`config.mk`:
```
export PLATFORM = sky130hd
export DESIGN_NAME = preemph_tap_combiner
export DESIGN_NICKNAME = d
export VERILOG_FILES = /design/src/rtl/preemph_pkg.sv /design/src/rtl/preemph_delay_line.sv /design/src/rtl/preemph_tap_weight.sv /design/src/rtl/preemph_sum_stage.sv /design/src/rtl/preemph_tap_combiner.sv
export SDC_FILE = /design/constraint.sdc
export NUM_CORES = 1
export LEC_CHECK = 0
export BUFFER_PORTS_ARGS = -buffer_cell sky130_fd_sc_hd__buf_2
export CORE_MARGIN = 2
export CORE_UTILIZATION = 55
export CTS_CLUSTER_SIZE = 25
export DETAILED_ROUTE_END_ITERATION = 7
export GPL_ROUTABILITY_DRIVEN = 0
export HOLD_SLACK_MARGIN = 0.12
export PLACE_DENSITY = 0.81
export SLEW_MARGIN = 20
export SYNTH_ARGS = -nofsm -noshare
export SYNTH_HDL_FRONTEND = slang
export SYNTH_SLANG_ARGS = --single-unit
```
`constraint.sdc`:
```
create_clock -name clk -period 11.5 [get_ports clk]
set_clock_uncertainty 0.05 [all_clocks]
set_input_delay 1.725 -clock clk [delete_from_list [all_inputs] [get_ports clk]]
set_output_delay 1.725 -clock clk [all_outputs]
set_load 0.02 [all_outputs]
```
`src/rtl/preemph_pkg.sv`:
```
package preemph_pkg;

   localparam int NUM_TAPS     = 4;
   localparam int NUM_DIG      = 7;
   localparam int SHARED_TAP   = 1;
   localparam int FULL_EIGHTHS = 8;

   typedef enum logic {
      STEER_HOME   = 1'b0,
      STEER_SHARED = 1'b1
   } steer_e;

   // Home tap (zero based) of switchable buffer idx (zero based)
   function automatic int home_tap(input int idx);
      if (idx < 2)      return 0;
      else if (idx < 5) return 2;
      else              return 3;
   endfunction

endpackage

```
`src/rtl/preemph_delay_line.sv`:
```
module preemph_delay_line #(
   parameter int DEPTH = 4
) (
   input  logic             clk,
   input  logic             rst,
   input  logic             din,
   output logic [DEPTH-1:0] taps
);

   if (DEPTH < 2) begin : g_bad_depth
      $error("preemph_delay_line: DEPTH must be at least 2");
   end

   always_ff @(posedge clk) begin
      if (rst) taps <= '0;
      else     taps <= {taps[DEPTH-2:0], din};
   end

endmodule

```
`src/rtl/preemph_tap_weight.sv`:
```
module preemph_tap_weight
   import preemph_pkg::*;
#(
   parameter int CODE_W  = 8,
   parameter int TAP_IDX = 0,
   parameter int W_W     = 11
) (
   input  logic [NUM_DIG-1:0] buf_en,
   input  logic [NUM_DIG-1:0] buf_steer,
   input  logic               ana_en,
   input  logic [CODE_W-1:0]  ana_code,
   output logic [W_W-1:0]     weight
);

   localparam int UNIT  = (1 << CODE_W) - 1;
   localparam int CNT_W = $clog2(NUM_DIG + 1);

   if (W_W < $clog2((NUM_DIG + 1) * UNIT + 1)) begin : g_bad_width
      $error("preemph_tap_weight: W_W too narrow for the pool");
   end
   if (TAP_IDX < 0 || TAP_IDX >= NUM_TAPS) begin : g_bad_tap
      $error("preemph_tap_weight: TAP_IDX out of range");
   end

   logic [NUM_DIG-1:0] owns;
   logic [CNT_W-1:0]   cnt;

   for (genvar b = 0; b < NUM_DIG; b++) begin : g_buf
      localparam bit AT_HOME   = (home_tap(b) == TAP_IDX);
      localparam bit IS_SHARED = (TAP_IDX == SHARED_TAP);
      assign owns[b] = buf_en[b] &
                       ((AT_HOME   && (buf_steer[b] == STEER_HOME)) ||
                        (IS_SHARED && (buf_steer[b] == STEER_SHARED)));
   end

   always_comb begin
      cnt = '0;
      for (int b = 0; b < NUM_DIG; b++) begin
         cnt = cnt + CNT_W'(owns[b]);
      end
   end

   always_comb begin
      weight = W_W'(cnt) * W_W'(UNIT);
      if (ana_en) weight = weight + W_W'(ana_code);
   end

endmodule

```
`src/rtl/preemph_sum_stage.sv`:
```
module preemph_sum_stage
   import preemph_pkg::*;
#(
   parameter int CODE_W = 8,
   parameter int W_W    = 11,
   parameter int MAG_W  = 12,
   parameter int SUM_W  = 13
) (
   input  logic                           clk,
   input  logic                           rst,
   input  logic [NUM_TAPS-1:0]            tap_pol,
   input  logic [NUM_TAPS-1:0][W_W-1:0]   weight,
   input  logic [NUM_TAPS-1:0]            half_en,
   output logic signed [SUM_W-1:0]        amp_out,
   output logic                           over_flag,
   output logic                           half_warn
);

   localparam int UNIT = (1 << CODE_W) - 1;
   localparam int FULL = FULL_EIGHTHS * UNIT;

   if (SUM_W != MAG_W + 1) begin : g_bad_sum
      $error("preemph_sum_stage: SUM_W must be MAG_W + 1");
   end
   if (MAG_W < $clog2((NUM_DIG + NUM_TAPS) * UNIT + 1)) begin : g_bad_mag
      $error("preemph_sum_stage: MAG_W too narrow");
   end

   logic signed [SUM_W-1:0] sum_d;
   logic [MAG_W-1:0]        mag_d;
   logic                    warn_d;
   logic                    over_d;

   always_comb begin
      sum_d  = '0;
      mag_d  = '0;
      warn_d = 1'b0;
      for (int t = 0; t < NUM_TAPS; t++) begin
         if (tap_pol[t]) sum_d = sum_d + $signed(SUM_W'(weight[t]));
         else            sum_d = sum_d - $signed(SUM_W'(weight[t]));
         mag_d = mag_d + MAG_W'(weight[t]);
         if (({1'b0, weight[t], 1'b0} > (W_W + 2)'(UNIT)) && !half_en[t])
            warn_d = 1'b1;
      end
      over_d = (mag_d > MAG_W'(FULL));
   end

   always_ff @(posedge clk) begin
      if (rst) begin
         amp_out   <= '0;
         over_flag <= 1'b0;
         half_warn <= 1'b0;
      end else begin
         amp_out   <= sum_d;
         over_flag <= over_d;
         half_warn <= warn_d;
      end
   end

endmodule

```
`src/rtl/preemph_tap_combiner.sv`:
```
module preemph_tap_combiner
   import preemph_pkg::*;
#(
   parameter  int CODE_W = 8,
   localparam int UNIT   = (1 << CODE_W) - 1,
   localparam int W_W    = $clog2((NUM_DIG + 1) * UNIT + 1),
   localparam int MAG_W  = $clog2((NUM_DIG + NUM_TAPS) * UNIT + 1),
   localparam int SUM_W  = MAG_W + 1
) (
   input  logic                         clk,
   input  logic                         rst,
   input  logic                         din,
   input  logic [NUM_TAPS-1:0]          tap_inv,
   input  logic [NUM_DIG-1:0]           buf_en,
   input  logic [NUM_DIG-1:0]           buf_steer,
   input  logic [NUM_TAPS-1:0]          ana_en,
   input  logic [NUM_TAPS*CODE_W-1:0]   ana_code,
   input  logic [NUM_TAPS-1:0]          half_en,
   output logic signed [SUM_W-1:0]      amp_out,
   output logic                         over_flag,
   output logic                         half_warn
);

   if (CODE_W < 2 || CODE_W > 12) begin : g_bad_code
      $error("preemph_tap_combiner: CODE_W must lie in 2..12");
   end

   logic [NUM_TAPS-1:0]          tap_q;
   logic [NUM_TAPS-1:0]          tap_pol;
   logic [NUM_TAPS-1:0][W_W-1:0] tap_w;

   preemph_delay_line #(
      .DEPTH (NUM_TAPS)
   ) dly_i (
      .clk  (clk),
      .rst  (rst),
      .din  (din),
      .taps (tap_q)
   );

   for (genvar t = 0; t < NUM_TAPS; t++) begin : g_tap
      assign tap_pol[t] = tap_q[t] ^ tap_inv[t];

      preemph_tap_weight #(
         .CODE_W  (CODE_W),
         .TAP_IDX (t),
         .W_W     (W_W)
      ) wt_i (
         .buf_en    (buf_en),
         .buf_steer (buf_steer),
         .ana_en    (ana_en[t]),
         .ana_code  (ana_code[t*CODE_W +: CODE_W]),
         .weight    (tap_w[t])
      );
   end

   preemph_sum_stage #(
      .CODE_W (CODE_W),
      .W_W    (W_W),
      .MAG_W  (MAG_W),
      .SUM_W  (SUM_W)
   ) sum_i (
      .clk       (clk),
      .rst       (rst),
      .tap_pol   (tap_pol),
      .weight    (tap_w),
      .half_en   (half_en),
      .amp_out   (amp_out),
      .over_flag (over_flag),
      .half_warn (half_warn)
   );

endmodule

```
==> qor.yml <==
std_cell_rows: 39
cts_made_buffers: 3
starting_density_pct: 56.60
clkTransAtPathRegs_ns: 0.05
report.final.slew_viol_count: 0
postCtsHoldBufs: 0
synthTopCellsByCount: "sky130_fd_sc_hd__ha_1, sky130_fd_sc_hd__inv_1, sky130_fd_sc_hd__nor2_1, sky130_fd_sc_hd__xnor2_1, sky130_fd_sc_hd__nand2_1"
number_of_global_route_vias_before_repair: 5771
die_x_um: 112.6
post-route-drc-count: 0
hold_class: "register to register"
synthFlopType: "sky130_fd_sc_hd__dfxtp_1"
grt_setup_unrepaired: "no"
initialDrtViolationCount: 371
postSynthAreaPerCell_um2: 7.857
instance_area_at_placement_um2: 7023
grt.total_usage_pct: 23.92
dr_total_vias: 6075
worst_hold_path.num_cells: 1
cell_type_with_the_highest_aggregate_area_in_the_netlist: "sky130_fd_sc_hd__ha_1"
maxSlewHeadroom_pct: 43.57
total_die_area_um2: 12680
path_class: "input port to register"
final-setup-viol-count: 0
timing.final.hold_violations: 0
num-nets-final: 1096
design.core.area_um2: 11470
antenna_left: 0
setup-tns-final_ns: 0
overall_routed_net_length_mm: 15.03
post_detail_place_hpwl_mm: 13.06
cp-end-kind: "register"
arrival_ns: 11.08
synthTopCellsByArea: "sky130_fd_sc_hd__ha_1, sky130_fd_sc_hd__fa_1, sky130_fd_sc_hd__xnor2_1, sky130_fd_sc_hd__dfxtp_1, sky130_fd_sc_hd__inv_1"
holdCritStartpoint: "dly_i.taps[2]"
cts_htree_levels: 1
critical_path_required_ns: 11.64
synth-seq-cells: 19
first_pass_grt_wire_length_mm: 25.63
area_growth_pct: 9.524
fin_crit_ns: 10.94
detail_route.wl_per_cell_um: 14.43
cp_slowest_cell: "sky130_fd_sc_hd__fa_1"
design_area_um2: 7108
io_buffer_count: 75
layout-drive-gt1-share_pct: 12.46
synth_edf_count: 0
clkLatencyLatePin_ns: 0.25
post-route-util_pct: 61.99
timing.final.crit_share_pct: 95.13
post-synth-top-count-cell: "sky130_fd_sc_hd__ha_1"
timing.hold.worst_endpoint: "dly_i.taps[3]"
synth_nets: 1022
tritoncts: "built"
drt_pre_antenna_iters: 5
globalRouteOverflowTotal: 0
count_of_unique_library_cells_instantiated_by_yosys: 84
grt_max_degree: 22
crit_path_frequent_cell: "sky130_fd_sc_hd__fa_1"
worst-r2r-setup-slack_ns: 5.99
top_level_ports: 76
die_y_um: 112.6
maxCapViolations: 0
crit_path_start_kind: "input port"
yosys.area.top_type_share_pct: 18.32
antenna_found_initial: 0
cts_num_sinks: 19
cp_max_fo: 5
rr_startpoint: "dly_i.taps[1]"
timing_worst_slew_pin_value_ns: 0.8435
critical_r2r_capture: "sum_i.amp_out[12]"
yosysWarnings: 0
timing.critical_path.from: "buf_steer[0]"
root_buffer: "sky130_fd_sc_hd__clkbuf_16"
yosysSeqAreaShare_pct: 5.861
run_status: "completed"
via_per_inst: 5.830
postSynthCellCount: 826
maximum_number_of_buffers_from_clock_root_to_sink: 2
synthesis.area_um2: 6490
async_s_r_ff_share_synth_pct: 0
worst_path_max_stage_delay_ns: 0.56
worst-r2r-cell-count: 25
antenna_cells_inserted: 0
max_freq_ghz: 0.09141
-- critical path, delay by kind of cell --
kind                     cells  cell delay [ns]
AND/OR/NAND/NOR             11             1.43
adder cells (fa/ha/maj)     12             4.95
AO/OA/AOI/OAI                8             1.25
XOR/XNOR                     5             1.02
buffers and inverters        7             0.74
-- cell usage in the layout, fill, tap and decap left out, types with 7 or more instances in the layout --
master,count
sky130_fd_sc_hd__a211oi_1,7
sky130_fd_sc_hd__a21o_1,14
sky130_fd_sc_hd__a21oi_1,51
sky130_fd_sc_hd__a31oi_1,14
sky130_fd_sc_hd__and2_1,7
sky130_fd_sc_hd__buf_2,75
sky130_fd_sc_hd__dfxtp_1,19
sky130_fd_sc_hd__fa_1,39
sky130_fd_sc_hd__ha_1,95
sky130_fd_sc_hd__inv_1,90
sky130_fd_sc_hd__nand2_1,60
sky130_fd_sc_hd__nand2b_1,17
sky130_fd_sc_hd__nand3_1,11
sky130_fd_sc_hd__nor2_1,75
sky130_fd_sc_hd__nor2b_1,14
sky130_fd_sc_hd__nor3_1,20
sky130_fd_sc_hd__o21a_1,18
sky130_fd_sc_hd__o21ai_0,39
sky130_fd_sc_hd__o21bai_1,9
sky130_fd_sc_hd__xnor2_1,70
sky130_fd_sc_hd__xor2_1,20
-- kinds of logic after synthesis --
kind of cell / after synthesis / share of synthesized area (%)
AND/OR/NAND/NOR: 251 / 19.59
flip-flops: 19 / 5.861
adder cells (fa/ha/maj): 135 / 30.65
buffers and inverters: 101 / 5.996
XOR/XNOR: 93 / 13.23
multiplexers: 9 / 1.446
AO/OA/AOI/OAI: 218 / 23.23
-- layer usage --
layer	wire, um	track usage (%)	vias up
met5	0	0	-
met4	257	5.935	0
met3	669	2.700	21
met2	7197	42.67	153
met1	6908	30.82	2824
li1	-	-	3077
-- flip-flops by register name, summed over array words and instances (netlist names) --
| register | cells |
|---|---|
| sum_i.amp_out | 13 |
| dly_i.taps | 4 |
| sum_i.half_warn | 1 |
| sum_i.over_flag | 1 |
-- worst max-delay path by stage --
stage,depth (start not counted),to
2_1_floorplan,42,sum_i.amp_out[12]
3_3_place_gp,41,sum_i.amp_out[12]
3_5_place_dp,41,sum_i.amp_out[12]
4_1_cts,41,sum_i.amp_out[12]
5_1_grt,43,sum_i.amp_out[12]
6_report,43,sum_i.amp_out[12]
-- area by class of cell --
type,instances,area [um2]
fill,1001,4359
tap,143,178.9
sequential,19,380.4
inverter,92,345.3
clock buffer,4,78.83
timing repair buffer,78,397.9
multi-input combinational,706,5727
-- timing repair --
item | 4_1_cts | 5_1_grt
gates resized for setup | 0 | 4
setup endpoints to repair | 0 | 1
buffers inserted | 0 | 0
-- per-stage QoR --
stage	setup WS, ns	hold slack [ns]	cells
5_1_grt	0.003404	0.4598	1042
3_3_place_gp	0.5475	0.4384	1038
6_report	0.5598	0.4489	1042
4_1_cts	0.3946	0.4505	1042
3_5_place_dp	0.1524	0.4421	1038
2_1_floorplan	0.9416	0.4349	826
Power is left out: the tool's default activity adds up to more than one toggle a clock period on the data nets, which glitch-free logic cannot reach.
